===== config.mk =====
export PLATFORM = sky130hd
export DESIGN_NAME = pb_byte_asm
export DESIGN_NICKNAME = d
export VERILOG_FILES = /design/src/rtl/pb_asm_pkg.sv /design/src/rtl/pb_ptr.sv /design/src/rtl/pb_lanes.sv /design/src/rtl/pb_out.sv /design/src/rtl/pb_byte_asm.sv
export SDC_FILE = /design/constraint.sdc
export NUM_CORES = 1
export LEC_CHECK = 0
export ABC_AREA = 1
export CORE_ASPECT_RATIO = 0.9
export CORE_MARGIN = 10
export CORE_UTILIZATION = 50
export DETAILED_ROUTE_END_ITERATION = 8
export PLACE_DENSITY_LB_ADDON = 0.12
export SKIP_LAST_GASP = 1
export SYNTH_ARGS = -nofsm -noshare
export SYNTH_HDL_FRONTEND = slang
export SYNTH_SLANG_ARGS = --single-unit

===== constraint.sdc =====
create_clock -name clk_i -period 4 [get_ports clk_i]
set_input_delay 0.6 -clock clk_i [delete_from_list [all_inputs] [get_ports clk_i]]
set_output_delay 0.6 -clock clk_i [all_outputs]
set_load 0.02 [all_outputs]

===== src/rtl/pb_asm_pkg.sv =====
package pb_asm_pkg;
  localparam int unsigned BYTE_W = 8;
  typedef logic [BYTE_W-1:0] byte_t;
endpackage


===== src/rtl/pb_ptr.sv =====
module pb_ptr #(
  parameter int unsigned MAX_BYTES = 4,
  parameter int unsigned CNT_W     = 3,
  parameter int unsigned BPS_W     = 2
) (
  input  logic             clk_i,
  input  logic             rst_ni,
  input  logic             wr_en_i,
  input  logic             rd_i,
  input  logic [BPS_W-1:0] bps_i,
  output logic [CNT_W-1:0] ptr_o,
  output logic             full_o,
  output logic             accept_o
);
  logic [CNT_W-1:0] ptr_q;
  logic [CNT_W-1:0] n_bytes;

  assign n_bytes  = CNT_W'(bps_i) + CNT_W'(1);
  assign full_o   = (ptr_q >= n_bytes);
  // read wins over a coincident write
  assign accept_o = wr_en_i && !rd_i && !full_o;
  assign ptr_o    = ptr_q;

  always_ff @(posedge clk_i or negedge rst_ni) begin
    if (!rst_ni)       ptr_q <= '0;
    else if (rd_i)     ptr_q <= '0;
    else if (accept_o) ptr_q <= ptr_q + CNT_W'(1);
  end
endmodule


===== src/rtl/pb_lanes.sv =====
module pb_lanes
  import pb_asm_pkg::*;
#(
  parameter int unsigned MAX_BYTES = 4,
  parameter int unsigned CNT_W     = 3
) (
  input  logic                        clk_i,
  input  logic                        rst_ni,
  input  logic                        clr_i,
  input  logic                        accept_i,
  input  logic [CNT_W-1:0]            ptr_i,
  input  byte_t                       data_i,
  output logic [MAX_BYTES*BYTE_W-1:0] word_o
);
  for (genvar g = 0; g < MAX_BYTES; g++) begin : g_lane
    byte_t lane_q;
    always_ff @(posedge clk_i or negedge rst_ni) begin
      if (!rst_ni)                                lane_q <= '0;
      else if (clr_i)                             lane_q <= '0;
      else if (accept_i && ptr_i == CNT_W'(g))    lane_q <= data_i;
    end
    assign word_o[g*BYTE_W +: BYTE_W] = lane_q;
  end
endmodule


===== src/rtl/pb_out.sv =====
module pb_out #(
  parameter int unsigned SAMPLE_W = 32
) (
  input  logic                clk_i,
  input  logic                rst_ni,
  input  logic                push_req_i,
  input  logic [SAMPLE_W-1:0] word_i,
  output logic [SAMPLE_W-1:0] sample_o,
  output logic                push_o
);
  always_ff @(posedge clk_i or negedge rst_ni) begin
    if (!rst_ni) begin
      sample_o <= '0;
      push_o   <= 1'b0;
    end else begin
      push_o <= push_req_i;
      if (push_req_i) sample_o <= word_i;
    end
  end
endmodule


===== src/rtl/pb_byte_asm.sv =====
module pb_byte_asm
  import pb_asm_pkg::*;
#(
  parameter int unsigned MAX_BYTES = 4,
  localparam int unsigned SAMPLE_W = MAX_BYTES * BYTE_W,
  localparam int unsigned CNT_W    = $clog2(MAX_BYTES + 1),
  localparam int unsigned BPS_W    = (MAX_BYTES > 1) ? $clog2(MAX_BYTES) : 1
) (
  input  logic                clk_i,
  input  logic                rst_ni,
  input  logic                wr_en_i,
  input  logic [BYTE_W-1:0]   wr_data_i,
  input  logic [BPS_W-1:0]    bps_i,
  input  logic                stat_rd_i,
  output logic [SAMPLE_W-1:0] sample_o,
  output logic                push_o,
  output logic                full_o
);
  logic [CNT_W-1:0]    ptr;
  logic                accept;
  logic [SAMPLE_W-1:0] word;

  pb_ptr #(.MAX_BYTES(MAX_BYTES), .CNT_W(CNT_W), .BPS_W(BPS_W)) u_ptr (
    .clk_i, .rst_ni,
    .wr_en_i,
    .rd_i    (stat_rd_i),
    .bps_i,
    .ptr_o   (ptr),
    .full_o,
    .accept_o(accept)
  );

  pb_lanes #(.MAX_BYTES(MAX_BYTES), .CNT_W(CNT_W)) u_lanes (
    .clk_i, .rst_ni,
    .clr_i   (stat_rd_i),
    .accept_i(accept),
    .ptr_i   (ptr),
    .data_i  (wr_data_i),
    .word_o  (word)
  );

  pb_out #(.SAMPLE_W(SAMPLE_W)) u_out (
    .clk_i, .rst_ni,
    .push_req_i(stat_rd_i && full_o),
    .word_i    (word),
    .sample_o,
    .push_o
  );
endmodule


After elaboration in Yosys (flattened, before gate mapping)
Index checks and enable logic that the tools add are counted.
{ "totals": {"ff_bits": 68, "latch_bits": 0, "mem_bits_rw": 0, "romBits": 0, "input_bits": 14, "output_inout_bits": 34, "elab_cells": 38, "mem_count": 0} }
{ "op_classes": {"addsub": 2, "mul": 0, "n_div": 0, "magnitude_cmp": 1, "n_eq_ne": 3, "n_shift": 0, "mux": 10, "n_bitwise": 0, "reduce_logical": 15} }
{ "op_table": {"columns": ["op", "n"], "rows": [
  ["2-to-1 mux 8 bit", 8],
  ["nonzero test 2 bit", 5],
  ["logical AND 1 bit", 7],
  ["equality test 3 x 2 -> 1 bit (second input constant)", 2],
  ["2-to-1 mux 3 bit", 2],
  ["adder 2 x 1 -> 3 bit (second input constant)", 1],
  ["adder 3 x 1 -> 3 bit (second input constant)", 1],
  ["equality test 3 x 1 -> 1 bit (second input constant)", 1],
  [">= comparator 3 bit", 1],
  ["logical NOT 3 bit", 1],
  ["logical NOT 1 bit", 2]
]} }

Logic depth before layout (Yosys ltp)
Gate-level depths: netlist of the first run.
{ "logic_depth": {"word_depth": 7, "ltp_mapped": 12, "ltp_nobuf": 11} }

Cells and area by module
A second synthesis of the first run with hierarchy kept.
{ "unflattened": {"cells_unflattened": 338, "area_unflattened_um2": 3044.2} }
{ "modules_own_cells": {"columns": ["module", "n_inst", "cells_each", "area_each_um2"], "rows": [
  ["pb_lanes", 1, 165, 1441.4],
  ["pb_out", 1, 137, 1317.5],
  ["pb_ptr", 1, 34, 277.8],
  ["pb_byte_asm", 1, 2, 7.5]
]} }

Worst setup path before layout of the first run
Ideal clock, no wire load.
{ "synth_path": {"path_kind": "input-to-output", "startpoint": "in bps_i[0]", "endpoint": "out full_o", "arrival_time_ps": 1500, "required_time_ps": 3400, "setup_slack_ps": 1900, "path_stages": 7, "path_cell_list": "ha_1 -> inv_1 -> ha_1 -> nand2_1 -> clkinv_1 -> nand2_4 -> nand2_2"} }
{ "synth_between": {"elab_chain_len": 2} }
{ "synth_lines": {"columns": ["item", "line", "rtl"], "rows": [
  ["from (decl)", "pb_byte_asm.sv:13", "input logic [BPS_W-1:0] bps_i,"],
  ["adder 2 x 1 -> 3 bit", "pb_ptr.sv:18", "assign n_bytes = CNT_W'(bps_i) + CNT_W'(1);"],
  [">= comparator 3 bit", "pb_ptr.sv:19", "assign full_o = (ptr_q >= n_bytes);"],
  ["to (decl)", "pb_byte_asm.sv:17", "output logic full_o"]
]} }
Every way passes these cells.

Final worst setup path of the first run
Same ends and word-level chain as after synthesis.

==> out/qor.csv, run 1 <==
stage;metric;value;unit
floorplanning;Ports;48;
synthesis;most common cell in the netlist;nand2_1;
routing;Via Count;2402;
timing;Tcrit/Tclk final;78.59;%
setup_path;Critical R2R Launch;u_ptr.ptr_o[2];
clock_network;cts hold-fix bufs;0;
synthesis;Netlist Area Pre-Place;3034;sq um
grt;GRT overflow;0;
floorplanning;die height;93.90;microns
floorplanning;Initial Util;52.40;%
synthesis;Main synth FF type;dfrtp_1;
synthesis;largest family of logic cells by synthesized area;simple AND/OR/NAND/NOR gates;
synthesis;Mapped Cells;342;
setup_path;Largest stage delay, worst path;550;ps
synthesis;syn nets;365;
finish;Fill cells;512;
synthesis;sequential share of the synthesized area;56.08;%
routing;Routed wire per std cell;14.78;microns
synthesis;Synth area leaders;dfrtp_1 56%, nand2_1 16%, nand3_1 11%;
placement;port bufs;47;
grt;largest net degree at the start of global routing;40;
synthesis;Async S/R FF share, synth;100.0;%
setup_path;data arrival time of the worst path;2540;ps
setup_path;CP Max Fanout;6;
synthesis;Compound-Gate Fraction of Synth Area;1.773;%
grt;vias in the first global route;2424;
setup_path;start point of the critical path;bps_i[0];
floorplanning;Core Footprint;5791;sq um
floorplanning;Die ar.;9589;sq um
placement;Final GP Congestion;0.7784;
routing;DRC;0;
timing;Tmin final;3143;ps
hold_path;worst hold path type;in2async;
run;Max Cap Violations;0;
floorplanning;std cell rows;26;
clock_network;PostCTS Resize Cnt;0;
status;status;finished, final reports clean;
power_and_ir_drop;PD cells;573.1;nW/um^2
routing;Post-Route WL;6.800;mm
placement;Place WS;853.6;ps
synthesis;Post-synth top cells;130 x nand2_1, 68 x dfrtp_1, 67 x nand3_1;
floorplanning;die width;102.1;microns
routing;wire length on met2;3.226;mm
timing;number of setup violations in the final report;0;
placement;post-DP HPWL;4.560;mm
timing;FMAX;318.1;MHz
clock_network;Clk pin slew, worst setup/hold paths;70;ps
setup_path;Worst path top cell family by delay;buffers and inverters;
clock_network;clock buffer depth;2;
routing;Vias per Instance;5.222;
routing;post-route ant nets;0;
routing;initial detailed-routing violation count;119;
finish;final cell count without fillers;460;
timing;final worst setup slack;856.5;ps
finish;# diodes;0;
routing;met1 WL;3.002;mm
routing;drt pass-1 iters;4;
clock_network;Clock Sinks;68;
setup_path;Critical path buffers and inverters;3;
timing;Fin. Hold Viols;0;
clock_network;H-tree depth;3;
synthesis;largest area contributor in the synthesized netlist;dfrtp_1;
placement;Placed Cells;444;
clock_network;clock tree from TritonCTS;yes;
timing;Clock Skew;8.835;ps
setup_path;Worst EP required;3400;ps
setup_path;CP Capture Type;output pin;
synthesis;Avg Inst Size Synth;8.872;sq um
setup_path;Worst Setup EP;full_o;
timing;Relative slew margins;40.60;%
timing;Pins Over Slew Limit;0;
timing;setup_tns;0;ps
synthesis;post-synthesis mux area share;0;%
setup_path;Stages on worst setup path;7;
grt;Total GRT Usage;15.54;%
routing;top layer in use;met4;
clock_network;Clock Latency Late Sink;350;ps
synthesis;yosys warns;0;
setup_path;worst-case reg-to-reg path depth;7;
finish;P&R area growth vs syn;22.02;%
synthesis;Post-Synth Adder-Cell Area;3.711;%
synthesis;register bit total from synthesis;68;
power_and_ir_drop;P_leak;0.001974;uW
clock_network;TritonCTS Buffers;9;
timing;RSZ-0062 raised after global routing;false;
setup_path;cell breakdown of the critical path;clkdlybuf4s50_1, ha_1, inv_1, ha_1, a21oi_4, nand2_2, clkdlybuf4s50_1;
grt;first-pass GRT wire length;11.76;mm
setup_path;critical path class;in2out;
setup_path;reg2reg end;u_out.sample_o[23];
synthesis;simple-gate share of the synthesized area;31.63;%
clock_network;Setup Fix Bufs, Post-CTS;0;
grt;antenna violations before repair;0;
finish;fraction of layout cells with a size suffix above 1;7.692;%
finish;# nets final;408;
synthesis;XOR/XNOR Fraction of Synth Area;0;%
power_and_ir_drop;worst ir drop on vdd;0.0002796;V
clock_network;clock root buffer;clkbuf_8;
synthesis;Synth top area share;56.08;%
setup_path;CP max stage cell;clkdlybuf4s50_1;
routing;metal3 WL;512;microns
synthesis;EDFF count, synth;0;
setup_path;r2r setup slk;1910;ps
timing;Slew @ Worst Pin;891.0;ps
timing;hold slack;368.0;ps
setup_path;startpoint types;input port;
synthesis;synth unique cells;23;
[placed cells by master, fill, tap and decap left out, types with 2 or more instances in the layout]
cell,instances
clkinv_4,2
clkinv_2,2
nor2_1,11
bufinv_16,2
ha_1,9
nand2_4,3
clkdlybuf4s50_1,46
o21ai_2,2
o21ai_0,3
dfrtp_1,68
nand2_1,130
nand4_1,4
nand3_1,67
inv_1,20
clkbuf_8,10
[report_power, final]
| group | internal [uW] | switching [uW] |
|---|---|---|
| clock network | 368 | 262 |
| registers | 818 | 71.6 |
| logic | 256 | 347 |
| total | 1440 | 680 |
[registers in the layout (all words and copies together), names as in the netlist]
signal	cells
u_lanes.g_lane.lane_q	32
u_out.push_o	1
u_out.sample_o	32
u_ptr.ptr_o	3
[metal layers]
layer / track usage [%] / vias to the layer above
met1: 20.16 / 1148
met2: 22.77 / 69
met3: 6.696 / 8
met5: 0 / -
li1: - / 1177
met4: 5.047 / 0
[layout make-up]
class                           instances  area (sq um)  share of cell area (%)
Clock buffer                           10         137.6                   3.717
Clock inverter                          6         87.58                   2.366
Inverter                               23         88.84                   2.399
Multi-Input combinational cell        235          1126                   30.42
Sequential cell                        68          1702                   45.96
Tap cell                               70         87.58                   2.366
Timing Repair Buffer                   48         473.0                   12.77
[worst min path at each step]
stage	from	endpoint	slack [ps]	cells after the start
3_5_place_dp	u_lanes.g_lane[0].lane_q[1]	u_out.sample_o[1]	460	2
6_report	rst_ni	u_out.sample_o[12]	370	1
5_1_grt	rst_ni	u_out.sample_o[12]	410	1
4_1_cts	rst_ni	u_out.sample_o[12]	390	1
3_3_place_gp	u_lanes.g_lane[1].lane_q[4]	u_out.sample_o[12]	460	2
2_1_floorplan	rst_ni	u_lanes.g_lane[0].lane_q[0]	300	0
[cell families after synthesis]
group | after synthesis
AOI/OAI and AO/OA | 7
adders and majority gates | 9
buffers and inverters | 39
DFF | 68
and+or+nand+nor | 219
[per-stage QoR]
step / total power [uW] / utilization [%] / cell area, sq um
floorplan: 1243 / - / 3034
finish: 2122 / 63.94 / 3702
detailed placement: 1515 / 60.05 / 3477
CTS: 2151 / 63.94 / 3702
global placement: 1502 / 60.05 / 3477
global route: 2249 / 63.94 / 3702
Power figures use the tool's default switching activity.
==> run 2, diff against run 1 <==
==> constraint.sdc (replaced) <==
create_clock -name clk_i -period 2.9 [get_ports clk_i]
set_input_delay 0.435 -clock clk_i [delete_from_list [all_inputs] [get_ports clk_i]]
set_output_delay 0.435 -clock clk_i [all_outputs]
set_load 0.02 [all_outputs]
==> run 2 against run 1 <==
Effect of this change: sequential cell count stayed put; clock skew is 2.3 ps higher; count of clock-buffer cells in the layout stayed put; register-to-register slack worse by 960 ps; first-iteration DRC count is 5.0% lower; final cell count is 1.5% higher; worst hold slack better by 100 ps; critical endpoint unchanged; largest power group unchanged.
==> out/qor.csv, run 2 (synthesis gave the netlist of run 1 again) <==
stage;metric;value;unit;change
power_and_ir_drop;worst ir drop on vdd;0.0003412;V;was 0.0002796 V
clock_network;clock root buffer;clkbuf_8;;unchanged
placement;Final GP Congestion;0.7986;;was 0.7784
floorplanning;Core Footprint;5791;sq um;unchanged
setup_path;Largest stage delay, worst path;610;ps;was 550 ps
clock_network;clock buffer depth;2;;unchanged
power_and_ir_drop;Int Power;1889;uW;was 1442 uW
grt;vias in the first global route;2337;;was 2,424
placement;Place WS;97.83;ps;was 853.6 ps
hold_path;Hold Crit Depth;2;;
clock_network;H-tree depth;3;;unchanged
power_and_ir_drop;Logic pwr share;29.8;%;was 28.4%
finish;post-layout util;64.30;%;was 63.94%
timing;final worst setup slack;104.7;ps;was 856.5 ps
floorplanning;die height;93.90;microns;unchanged
routing;Vias per Instance;5.113;;was 5.222
floorplanning;Ports;48;;unchanged
clock_network;Clk pin slew, worst setup/hold paths;80;ps;was 70 ps
timing;Clock Skew;11.14;ps;was 8.835 ps
hold_path;worst hold path type;reg2reg;;was in2async
timing;Slew @ Worst Pin;540.5;ps;was 891.0 ps
routing;drt pass-1 iters;4;;unchanged
timing;RSZ-0062 raised after global routing;false;;unchanged
timing;Tmin final;2795;ps;
setup_path;Stages on worst setup path;9;;was 7
finish;# diodes;0;;unchanged
run;Max Cap Violations;0;;unchanged
setup_path;cell breakdown of the critical path;clkdlybuf4s50_1, ha_1, inv_1, ha_1, nand2_1, clkinv_1, nand2_4, nand2_2, clkdlybuf4s50_1;;was clkdlybuf4s50_1, ha_1, inv_1, ha_1, a21oi_4, nand2_2, clkdlybuf4s50_1
timing;Tcrit/Tclk final;96.39;%;
grt;first-pass GRT wire length;11.30;mm;was 11.76 mm
timing;hold slack;470.4;ps;was 368.0 ps
timing;setup_tns;0;ps;unchanged
routing;Post-Route WL;6.711;mm;was 6.800 mm
setup_path;CP max stage cell;clkdlybuf4s50_1;;unchanged
clock_network;Clock Sinks;68;;unchanged
setup_path;r2r setup slk;950;ps;was 1910 ps
status;status;finished, final reports clean;;unchanged
setup_path;CP Capture Type;output pin;;unchanged
routing;initial detailed-routing violation count;113;;was 119
routing;post-route ant nets;0;;unchanged
grt;antenna violations before repair;0;;unchanged
power_and_ir_drop;Net Sw Frac;33.27;%;was 32.05%
placement;post-DP HPWL;4.664;mm;was 4.560 mm
grt;GRT overflow;0;;unchanged
finish;fraction of layout cells with a size suffix above 1;8.816;%;was 7.692%
grt;Total GRT Usage;15.04;%;was 15.54%
routing;Via Count;2388;;was 2,402
routing;DRC;0;;unchanged
power_and_ir_drop;Tot Pwr;2831;uW;was 2122 uW
setup_path;critical path class;in2out;;unchanged
timing;Relative slew margins;63.73;%;was 40.60%
setup_path;data arrival time of the worst path;2360;ps;was 2540 ps
setup_path;Worst EP required;2470;ps;was 3400 ps
setup_path;Critical path buffers and inverters;4;;was 3
floorplanning;Die ar.;9589;sq um;unchanged
finish;# nets final;415;;was 408
finish;P&R area growth vs syn;22.72;%;was 22.02%
timing;Fin. Hold Viols;0;;unchanged
timing;FMAX;357.7;MHz;
floorplanning;std cell rows;26;;unchanged
floorplanning;die width;102.1;microns;unchanged
power_and_ir_drop;PD cells;760.2;nW/um^2;was 573.1 nW/um^2
timing;Pins Over Slew Limit;0;;unchanged
setup_path;CP Max Fanout;6;;unchanged
clock_network;Setup Fix Bufs, Post-CTS;0;;unchanged
setup_path;worst-case reg-to-reg path depth;6;;was 7
power_and_ir_drop;NetSw;941.9;uW;was 680.1 uW
setup_path;startpoint types;input port;;unchanged
placement;port bufs;47;;unchanged
power_and_ir_drop;Clk network pwr share;27.0;%;was 29.7%
floorplanning;Initial Util;52.40;%;unchanged
clock_network;clock tree from TritonCTS;yes;;unchanged
finish;commonest non-fill, non-tap cell in the layout;nand2_1;;unchanged
grt;largest net degree at the start of global routing;34;;was 40
clock_network;Clock Latency Late Sink;350;ps;about the same
power_and_ir_drop;sequential share of power;43.3;%;was 41.9%
timing;number of setup violations in the final report;0;;unchanged
setup_path;Worst path top cell family by delay;buffers and inverters;;unchanged
finish;most frequent cells in the layout;130 x nand2_1, 68 x dfrtp_1, 67 x nand3_1, 46 x clkdlybuf4s50_1, 20 x inv_1;;unchanged
power_and_ir_drop;P_leak;0.001982;uW;was 0.001974 uW
clock_network;TritonCTS Buffers;9;;unchanged
routing;Routed wire per std cell;14.37;microns;was 14.78 microns
[run 2: worst paths after layout]
kind                                        startpoint                           to
max in group asynchronous                       rst_ni           u_out.sample_o[28]
setup reg to reg                        u_ptr.ptr_o[2]  u_lanes.g_lane[3].lane_q[1]
min in group asynchronous                       rst_ni            u_out.sample_o[8]
setup / recovery                              bps_i[0]                       full_o
hold / removal             u_lanes.g_lane[3].lane_q[0]           u_out.sample_o[24]
hold reg to reg            u_lanes.g_lane[3].lane_q[0]           u_out.sample_o[24]
[run 2: power by group through the flow]
| stage | combinational (uW) | clock (uW) | sequential, uW |
|---|---|---|---|
| 2_1_floorplan | 315 | 0 | 1400 |
| 3_3_place_gp | 847 | 0 | 1240 |
| 3_5_place_dp | 856 | 0 | 1240 |
| 4_1_cts | 860 | 777 | 1230 |
| 5_1_grt | 929 | 820 | 1250 |
| 6_report | 843 | 763 | 1220 |
[run 2: area by class of cell]
cell class	instances	area, sq um
multi-input combinational	235	1126
clock buffer	10	127.6
timing repair buffer	55	528.0
clock inverter	6	63.81
inverter	23	88.84
fill	487	2067
sequential	68	1702
tap	70	87.58
[run 2: what timing repair did]
item | CTS | global route
hold endpoints to repair | 15 | 0
hold buffers | 1 | 0
resized for setup | 0 | 0
[run 2: metrics by stage]
step	instances	cell area, sq um
after global placement	450	3522
after detailed placement	450	3522
after floorplan	342	3034
final	467	3724
after global routing	467	3724
after CTS	467	3724
[run 2: worst reg2reg max path, delay by kind of cell (launching register included)]
kind	cells	cell delay, ps
DFF	1	500
and+or+nand+nor	3	600
buffers and inverters	1	170
adders and majority gates	1	390
AOI/OAI and AO/OA	1	180
[run 2: per-layer routing]
layer	part of all wire, %	global-route usage [%]	vias up	wire length (microns)
met5	0	0	-	0
met4	1.8	5.634	0	123
met3	7.5	5.298	13	502
met2	45	22.18	70	2995
met1	46	19.81	1109	3089
li1	-	-	1196	-
==> run 3, diff against run 2 <==
--- a/config.mk
+++ b/config.mk
@@ -10,6 +10,7 @@
 export CORE_MARGIN = 10
 export CORE_UTILIZATION = 50
 export DETAILED_ROUTE_END_ITERATION = 8
+export GPL_ROUTABILITY_DRIVEN = 0
 export PLACE_DENSITY_LB_ADDON = 0.12
 export SKIP_LAST_GASP = 1
 export SYNTH_ARGS = -nofsm -noshare
==> results of run 3 <==
Same layout as run 2: the final DEF is identical, and so are final timing and power.
